--- src/rtl/stepidx_pkg.sv ---
package stepidx_pkg;
  localparam int IDX_W     = 5;
  localparam int POS_COUNT = 1 << IDX_W;
  localparam int QTR       = POS_COUNT / 4;
  localparam int MAG_W     = 10;
  localparam logic [MAG_W-1:0] FULL_MAG = MAG_W'(1000);
  localparam int FULL_HOME = POS_COUNT - QTR / 2;

  typedef logic [IDX_W-1:0] idx_t;

  typedef enum logic [2:0] {
    EXC_FULL, EXC_HALF, EXC_ONE_TWO, EXC_SIXTEEN, EXC_THIRTY_TWO
  } exc_e;

  typedef struct packed {
    logic             neg;
    logic [MAG_W-1:0] mag;
  } setpt_t;

  function automatic exc_e decode_exc(input logic [2:0] s);
    if (s[2]) return EXC_THIRTY_TWO;
    case (s[1:0])
      2'b00:   return EXC_FULL;
      2'b01:   return EXC_HALF;
      2'b10:   return EXC_ONE_TWO;
      default: return EXC_SIXTEEN;
    endcase
  endfunction

  function automatic idx_t exc_stride(input exc_e e);
    case (e)
      EXC_FULL:             return idx_t'(QTR);
      EXC_HALF, EXC_ONE_TWO: return idx_t'(QTR / 2);
      EXC_SIXTEEN:          return idx_t'(QTR / 4);
      default:              return idx_t'(1);
    endcase
  endfunction

  function automatic idx_t exc_default(input exc_e e);
    return (e == EXC_FULL) ? idx_t'(FULL_HOME) : idx_t'(0);
  endfunction

  // quarter-wave magnitude in tenths of a percent, k in 0..QTR
  function automatic logic [MAG_W-1:0] quarter_sine(input int k);
    case (k)
      0:       return MAG_W'(0);
      1:       return MAG_W'(195);
      2:       return MAG_W'(383);
      3:       return MAG_W'(556);
      4:       return MAG_W'(707);
      5:       return MAG_W'(832);
      6:       return MAG_W'(924);
      7:       return MAG_W'(981);
      default: return FULL_MAG;
    endcase
  endfunction

  // signed sine set-point at an index, shaped by the excitation mode
  function automatic setpt_t phase_setpt(input idx_t pos, input exc_e e);
    setpt_t r;
    logic [1:0] quad;
    int sub;
    int k;
    quad = pos[IDX_W-1 -: 2];
    sub  = int'(pos[IDX_W-3:0]);
    if (e == EXC_FULL) begin
      r.mag = FULL_MAG;
      r.neg = quad[1];
    end else begin
      k     = quad[0] ? (QTR - sub) : sub;
      r.mag = quarter_sine(k);
      if (e == EXC_HALF && r.mag != '0) r.mag = FULL_MAG;
      r.neg = quad[1] && (r.mag != '0);
    end
    return r;
  endfunction
endpackage

--- src/rtl/stepidx_sync.sv ---
module stepidx_sync #(
  parameter int W      = 2,
  parameter int STAGES = 2
) (
  input  logic         clk,
  input  logic         rst_n,
  input  logic [W-1:0] d,
  output logic [W-1:0] q
);
  logic [W-1:0] stage [STAGES];

  always_ff @(posedge clk) begin
    if (!rst_n) begin
      for (int i = 0; i < STAGES; i++) stage[i] <= '0;
    end else begin
      stage[0] <= d;
      for (int i = 1; i < STAGES; i++) stage[i] <= stage[i-1];
    end
  end

  assign q = stage[STAGES-1];
endmodule

--- src/rtl/stepidx_pos.sv ---
module stepidx_pos
  import stepidx_pkg::*;
(
  input  logic clk,
  input  logic rst_n,
  input  logic home_req,
  input  logic adv,
  input  logic rev,
  input  exc_e exc,
  output idx_t pos
);
  idx_t stride;
  assign stride = exc_stride(exc);

  always_ff @(posedge clk) begin
    if (!rst_n || home_req)
      pos <= exc_default(exc);
    else if (adv)
      pos <= rev ? idx_t'(pos - stride) : idx_t'(pos + stride);
  end
endmodule

--- src/rtl/stepidx_phase.sv ---
module stepidx_phase
  import stepidx_pkg::*;
#(
  parameter int OFFSET = 0
) (
  input  idx_t             pos,
  input  exc_e             exc,
  input  logic             off,
  output logic             neg,
  output logic [MAG_W-1:0] mag
);
  setpt_t sp;
  assign sp  = phase_setpt(idx_t'(pos - idx_t'(OFFSET)), exc);
  assign neg = off ? 1'b0 : sp.neg;
  assign mag = off ? '0 : sp.mag;
endmodule

--- src/rtl/stepper_indexer.sv ---
module stepper_indexer
  import stepidx_pkg::*;
#(
  parameter int SYNC_STAGES = 2
) (
  input  logic             clk,
  input  logic             rst_n,
  input  logic             step_in,
  input  logic             dir_in,
  input  logic [2:0]       sel,
  input  logic             out_off,
  input  logic             home_req,
  output logic             a_neg,
  output logic [MAG_W-1:0] a_mag,
  output logic             b_neg,
  output logic [MAG_W-1:0] b_mag,
  output logic             home_flag
);
  localparam int PHASES = 2;

  logic step_s, dir_s, step_last, step_rise;
  exc_e exc;
  idx_t pos;
  logic             ph_neg [PHASES];
  logic [MAG_W-1:0] ph_mag [PHASES];

  stepidx_sync #(.W(2), .STAGES(SYNC_STAGES)) u_sync (
    .clk(clk), .rst_n(rst_n), .d({step_in, dir_in}), .q({step_s, dir_s})
  );

  always_ff @(posedge clk) begin
    if (!rst_n) step_last <= 1'b0;
    else        step_last <= step_s;
  end

  assign step_rise = step_s && !step_last;
  assign exc       = decode_exc(sel);

  stepidx_pos u_pos (
    .clk(clk), .rst_n(rst_n), .home_req(home_req),
    .adv(step_rise), .rev(dir_s), .exc(exc), .pos(pos)
  );

  // phase A at the index, phase B a quarter turn behind it
  for (genvar p = 0; p < PHASES; p++) begin : g_phase
    stepidx_phase #(.OFFSET(p * QTR)) u_ph (
      .pos(pos), .exc(exc), .off(out_off),
      .neg(ph_neg[p]), .mag(ph_mag[p])
    );
  end

  assign a_neg     = ph_neg[0];
  assign a_mag     = ph_mag[0];
  assign b_neg     = ph_neg[1];
  assign b_mag     = ph_mag[1];
  assign home_flag = (pos == exc_default(exc));
endmodule

--- config.mk ---
export PLATFORM = sky130hd
export DESIGN_NAME = stepper_indexer
export DESIGN_NICKNAME = d
export VERILOG_FILES = /design/src/rtl/stepidx_pkg.sv /design/src/rtl/stepidx_sync.sv /design/src/rtl/stepidx_pos.sv /design/src/rtl/stepidx_phase.sv /design/src/rtl/stepper_indexer.sv
export SDC_FILE = /design/constraint.sdc
export NUM_CORES = 1
export LEC_CHECK = 0
export ABC_CLOCK_PERIOD_IN_PS = 2900
export BUFFER_PORTS_ARGS = -buffer_cell sky130_fd_sc_hd__clkbuf_2
export CORE_MARGIN = 2
export CORE_UTILIZATION = 37
export CTS_BUF_LIST = sky130_fd_sc_hd__clkbuf_8
export DETAILED_ROUTE_END_ITERATION = 8
export PLACE_DENSITY = 0.69
export SYNTH_ARGS = -nofsm -noshare
export SYNTH_HDL_FRONTEND = slang
export SYNTH_HIERARCHICAL = 1
export SYNTH_SLANG_ARGS = --single-unit
--- constraint.sdc ---
create_clock -name clk -period 2.9 [get_ports clk]
set_input_delay 0.145 -clock clk [delete_from_list [all_inputs] [get_ports clk]]
set_output_delay 0.145 -clock clk [all_outputs]
set_load 0.005 [all_outputs]
# Yosys cells after proc, flatten, opt, wreduce, memory -nomap -nowiden
# Memory sizes are Yosys's and may differ from the RTL's.
# Cells that the tools add are included.
op_classes:
  n_addsub: 5
  reduce_logical: 18
  mux: 29
  bitwise_logic: 2
  n_eq_ne: 6
op_table:
  columns: ["operator", "n"]
  rows:
  - ["10-bit 2-to-1 mux", 10]
  - ["32-bit 2-to-1 mux", 2]
  - ["29-bit logical NOT", 2]
  - ["10-bit nonzero test", 4]
  - ["11-bit 2-to-1 mux", 2]
  - ["5-bit 2-to-1 mux", 4]
  - ["4-bit case mux with 3 select lines", 1]
  - ["4-bit by 3-bit subtractor with 5-bit output, first input constant", 2]
  - ["3-bit by 2-bit equality test with 1-bit output, second input constant", 2]
  - ["3-bit 2-to-1 mux", 2]
  - ["2-bit case mux with 3 select lines", 1]
  - ["5-bit by 4-bit adder with 5-bit output", 1]
  - ["5-bit equality test", 1]
  - ["1-bit logical AND", 5]
  - ["1-bit 2-to-1 mux", 5]
  - ["5-bit by 4-bit subtractor with 5-bit output", 1]
  - ["5-bit by 4-bit subtractor with 5-bit output, second input constant", 1]
  - ["2-bit 2-to-1 mux", 2]
  - ["3-bit by 1-bit equality test with 1-bit output, second input constant", 1]
  - ["3-bit logical NOT", 1]
  - ["2-bit by 1-bit equality test with 1-bit output, second input constant", 1]
  - ["2-bit equality test, second input constant", 1]
  - ["1-bit logical NOT", 2]
  - ["2-bit logical NOT", 1]
  - ["4 further kinds", 5]
word_totals:
  reg_bits: 6
  n_memories: 3
  rom_bits: 160
  inputBits: 9
  wordCells: 65
  output_inout_bits: 23
  ramBits: 4
mem_list:
  columns: ["name", "depth", "width", "read_ports", "rd_clocked_by_memory_dff", "wr", "line", "text"]
  rows:
  - ["(no name shown)", 8, 10, 1, 0, 0, "stepidx_pkg.sv:45", "case (k)"]
  - ["(no name shown)", 8, 10, 1, 0, 0, "stepidx_pkg.sv:45", null]
  - ["u_sync.stage", 2, 2, 2, 0, 2, "stepidx_sync.sv:10", "logic [W-1:0] stage [STAGES];"]

# Depth between registers and ports, before layout
depth:
  depth_word: 14
  ltp_mapped: 10
  depth_no_buf: 10

# Hierarchy
# Netlist, hierarchy kept.
by_module_without_submodules:
  columns: ["mod", "n_inst", "cells_per_inst", "seq_area_each_um2", "area_per_inst_um2"]
  rows:
  - ["stepidx_phase (g_phase[0].u_ph)", 1, 61, 0.0, 432.9]
  - ["stepidx_phase (g_phase[1].u_ph)", 1, 56, 0.0, 407.9]
  - ["stepidx_pos", 1, 39, 150.1, 397.9]
  - ["stepidx_sync", 1, 10, 80.1, 120.1]
  - ["stepper_indexer", 1, 9, 20.0, 77.6]

# Worst setup path before layout
# Ideal clock, no wire load.
synth_path:
  path_kind: "register -> output"
  from: "register u_pos.pos[0]"
  to: "output a_mag[0]"
  path_buffers: 0
  path_slack_ns: 0.047
  arrival_time_ns: 2.708
  required_ns: 2.755
  path_stages_with_launch: 11
  path_cell_list: "edfxtp_1 -> inv_1 -> ha_1 -> nand2_1 -> o21ai_2 -> inv_1 -> ha_1 -> nor4bb_1 -> o211ai_2 -> o21a_1 -> a2111oi_2"
synth_via:
  elab_chain_cells: 11
  elab_cells_between_ends: 12
  classes_between: "add/sub (1); mux (7); reduce/logical (3); memory (1)"
synth_lines:
  columns: ["element", "line", "text"]
  rows:
  - ["start, declared", "stepidx_pos.sv:10", "output idx_t pos"]
  - ["start signal, assigned", "stepidx_pos.sv:17", "pos <= exc_default(exc);"]
  - ["start signal, assigned", "stepidx_pos.sv:19", "pos <= rev ? idx_t'(pos - stride) : idx_t'(pos + stride);"]
  - ["4-bit by 3-bit subtractor with 5-bit output", "stepidx_pkg.sv:70", "k = quad[0] ? (QTR - sub) : sub;"]
  - ["32-bit 2-to-1 mux (*)", "stepidx_pkg.sv:70", null]
  - ["memory read 8 x 10 bit / 29-bit logical NOT (equally long branches)", null, null]
  - ["10-bit 2-to-1 mux (*)", "stepidx_pkg.sv:45", null]
  - ["10-bit 2-to-1 mux (*)", "stepidx_pkg.sv:66", "if (e == EXC_FULL) begin"]
  - ["10-bit nonzero test", "stepidx_pkg.sv:72", "if (e == EXC_HALF && r.mag != '0) r.mag = FULL_MAG;"]
  - ["1-bit logical AND", "stepidx_pkg.sv:72", null]
  - ["10-bit 2-to-1 mux (*)", "stepidx_pkg.sv:72", null]
  - ["10-bit 2-to-1 mux (*)", "stepidx_pkg.sv:66", null]
  - ["11-bit 2-to-1 mux (*)", "stepidx_pkg.sv:66", null]
  - ["10-bit 2-to-1 mux (*)", "stepidx_phase.sv:15", "assign mag = off ? '0 : sp.mag;"]
  - ["end, declared", "stepper_indexer.sv:14", "output logic [MAG_W-1:0] a_mag,"]
# Every way passes the cells marked *; elsewhere a longest branch is shown, timed or not. The select of a mux whose other input is x is not followed.

# Worst setup path after layout
layout_path:
  from: "register u_pos.pos[0]"
  to: "output b_mag[1]"
layout_via:
  elab_chain_cells: 12
  elab_cells_between_ends: 13
  classes_between: "add/sub (2); mux (7); reduce/logical (3); memory (1)"
layout_lines:
  columns: ["element", "line", "text"]
  rows:
  - ["5-bit by 4-bit subtractor with 5-bit output (*)", "stepidx_phase.sv:13", "assign sp = phase_setpt(idx_t'(pos - idx_t'(OFFSET)), exc);"]
  - ["4-bit by 3-bit subtractor with 5-bit output", "stepidx_pkg.sv:70", null]
  - ["32-bit 2-to-1 mux (*)", "stepidx_pkg.sv:70", null]
  - ["memory read 8 x 10 bit / 29-bit logical NOT (equally long branches)", null, null]
  - ["10-bit 2-to-1 mux (*)", "stepidx_pkg.sv:45", null]
  - ["10-bit 2-to-1 mux (*)", "stepidx_pkg.sv:66", null]
  - ["10-bit nonzero test", "stepidx_pkg.sv:72", null]
  - ["1-bit logical AND", "stepidx_pkg.sv:72", null]
  - ["10-bit 2-to-1 mux (*)", "stepidx_pkg.sv:72", null]
  - ["10-bit 2-to-1 mux (*)", "stepidx_pkg.sv:66", null]
  - ["11-bit 2-to-1 mux (*)", "stepidx_pkg.sv:66", null]
  - ["10-bit 2-to-1 mux (*)", "stepidx_phase.sv:15", null]
  - ["end, declared", "stepper_indexer.sv:16", "output logic [MAG_W-1:0] b_mag,"]
# Marked as above.

==> flow_metrics.tcl <==
set metrics [dict create \
    internal_power_w 0.0005150 \
    vias 1391 \
    avgSynthCellArea_um2 8.208 \
    comb_power_share_pct 63.2 \
    setup_violations 0 \
    syn-cell-area_um2 1436 \
    finalNetCount 248 \
    clk_pin_slew_ns 0.04 \
    period_share_pct 94.52 \
    critPathRequiredTime_ns 2.76 \
    track_usage_pct 15.02 \
    totalWireLength_um 3330 \
    antenna_found_initial 0 \
    area_growth_pct 31.18 \
    row_count 22 \
    cp_max_fo 7 \
    worstHoldStart "step_in" \
    r2r_slack_ns 0.85 \
    die_area_um2 4396 \
    fmax_mhz 364.8 \
    synthCells 175 \
    postRouteAntennaNets 0 \
    yosysWarnings 6 \
    async_reset_ff_share_pct 0 \
    dr.pass1.iters 4 \
    grt_max_degree 21 \
    power_leakage_nw 0.8292 \
    ctsLongestPathBuffers 2 \
    drive_gt1_share_pct 36.53 \
    clk_latency_ns 0.23 \
    htree_levels 1 \
    grt.overflow.total 0 \
    layout.cells.non_filler 267 \
    critical_path.cell_chain "buf_6, inv_2, ha_1, mux2_4, ha_2, nor2_4, nand4_1, o21a_2, a2111oi_4, buf_2" \
    cpPeakStageDelay_ns 0.41 \
    initial_core_util_pct 38.94 \
    synth.distinct_cells 57 \
    period_needed_ns 2.741 \
    cts_inserted_buffers 3 \
    clkPwrFrac_pct 16.0 \
    cts_tree "yes" \
    maxSlewViolCount 0 \
    worstReg2RegStart "u_pos/pos[0]" \
    maxCapViolCount 0 \
    die_w_um 66.31 \
    slowest_stage "edfxtp_1" \
    worstMarginPinSlew_ns 0.5431 \
    grt_pass1_vias 1216 \
    final_cell_mix "clkbuf_2 (28), ha_1 (15), nor2_1 (13), buf_4 (13)" \
    port_buffers 31 \
    antenna_cells 0 \
    power_frac_seq_pct 20.8 \
    startpoint_type "flop" \
    dp_hpwl_um 2498 \
    finalHoldViolCount 0 \
    drc 0 \
    p_switching_w 0.0003565 \
    grt_pass1_wl_um 5278 \
    clockRootBuffer "clkbuf_8" \
    ir_drop_mv 0.3079 \
    ys_seq_area_share_pct 17.42 \
    placedCellCount 255 \
    drt_iter0_drc 97 \
    cts_num_sinks 10 \
    synth-edff-count 5 \
    swShare_pct 40.91 \
    syn-num-nets 203 \
    fin_skew_ns 0.001867 \
    io_pins 32 \
    routabilityCongestion 0.8470 \
    hold_class "in2reg" \
    die_y_um 66.31 \
    wl_per_cell_um 12.47 \
    synth_seq_cells 10 \
    total_power_w 0.0008715 \
    core_um2 3689 \
    crit_type "reg2out" \
    power.density_nw_per_um2 462.5 \
    slew_headroom_pct 63.53 \
    arrival_ns 2.60 \
    status "finished, final reports clean" \
    synthFlopType "edfxtp_1" \
    crit_path_end_kind "output port" \
    drt-vias-per-instance 5.210 \
    final_common_cell "clkbuf_2" \
    crit_path_start "u_pos/pos[0]" \
]
## worst max-delay path, delay by kind of cell, from the launching register on
kind                       cells  cell delay, ns
and+or+nand+nor                2            0.22
muxes                          1            0.32
adders and majority gates      2            0.46
buffers and inverters          3            0.38
DFF                            1            0.41
AOI/OAI and AO/OA              2            0.57
## cells by family after synthesis
logic type | count (synthesis) | synth area share (%)
AOI/OAI and AO/OA | 44 | 22.74
xor gates and xnor gates | 6 | 3.659
adders and majority gates | 19 | 17.07
buffers and inverters | 16 | 4.790
DFF | 10 | 17.42
muxes | 7 | 5.139
and+or+nand+nor | 73 | 29.18
## power by group through the flow
| stage | logic (W) | clock network (W) | registers (W) |
|---|---|---|---|
| after floorplan | 0.000323 | 0 | 0.000190 |
| after global placement | 0.000465 | 0 | 0.000182 |
| after detailed placement | 0.000468 | 0 | 0.000182 |
| after CTS | 0.000476 | 0.000145 | 0.000180 |
| after global routing | 0.000610 | 0.000154 | 0.000184 |
| final | 0.000550 | 0.000140 | 0.000181 |
## area by class of cell
class | instances | area, um2
well taps | 48 | 60.06
flip-flops and latches | 10 | 250.2
clock inverters | 1 | 3.754
fillers | 359 | 1804
repair buffers | 46 | 275.3
inverters | 10 | 37.54
clock buffers | 3 | 41.29
multi-input cells | 149 | 1216
## synthesized netlist by cell type, types with 5 or more instances
cell / instances / share of area, %
nor2b_1: 7 / 3.0
nand3_1: 6 / 2.1
dfxtp_1: 5 / 7.0
nor3_1: 5 / 1.7
nand2_1: 9 / 2.4
ha_1: 18 / 16
edfxtp_1: 5 / 10
inv_1: 9 / 2.4
o21ai_0: 10 / 3.5
nand2b_1: 6 / 2.6
a21oi_1: 10 / 3.5
nor2_1: 14 / 3.7
and2_1: 7 / 3.0
## repair_timing
action / 4_1_cts / 5_1_grt
setup endpoints to repair: 1 / 10
setup buffers: 1 / 7
hold buffers: 0 / 0
resized for setup: 2 / 22
pin swaps: 0 / 5
## flip-flops by register name (all words and copies together) (netlist names)
| signal | cells |
|---|---|
| step_last | 1 |
| u_sync/stage | 4 |
| u_pos/pos | 5 |
## through the flow
step	setup TNS, ns	util (%)	cell area (um2)	setup slack, ns	hold slack [ns]
after floorplan	0	-	1436	0.04747	0.2667
after global placement	0	45.35	1673	0.1913	0.3531
after detailed placement	0	45.35	1673	0.1716	0.3669
after CTS	0	47.05	1735	0.01208	0.1307
after global routing	-0.02114	51.09	1884	-0.01807	0.1354
final	0	51.09	1884	0.1590	0.1336
## routing by layer
layer	wire, um	up-vias	share of wire [%]	GRT usage [%]
li1	-	725	-	-
met1	1563	629	47	19.86
met2	1636	37	49	26.25
met3	130	0	3.9	1.533
met4	0	0	0	3.061
met5	0	-	0	0
## final timing paths
kind / to / cells past startpoint
hold reg to reg: u_sync/stage[0][2] / 1
hold / removal: u_sync/stage[0][1] / 2
setup reg to reg: u_pos/pos[4] / 9
setup / recovery: b_mag[1] / 10
Note: power is estimated with default switching activity, not from simulation.
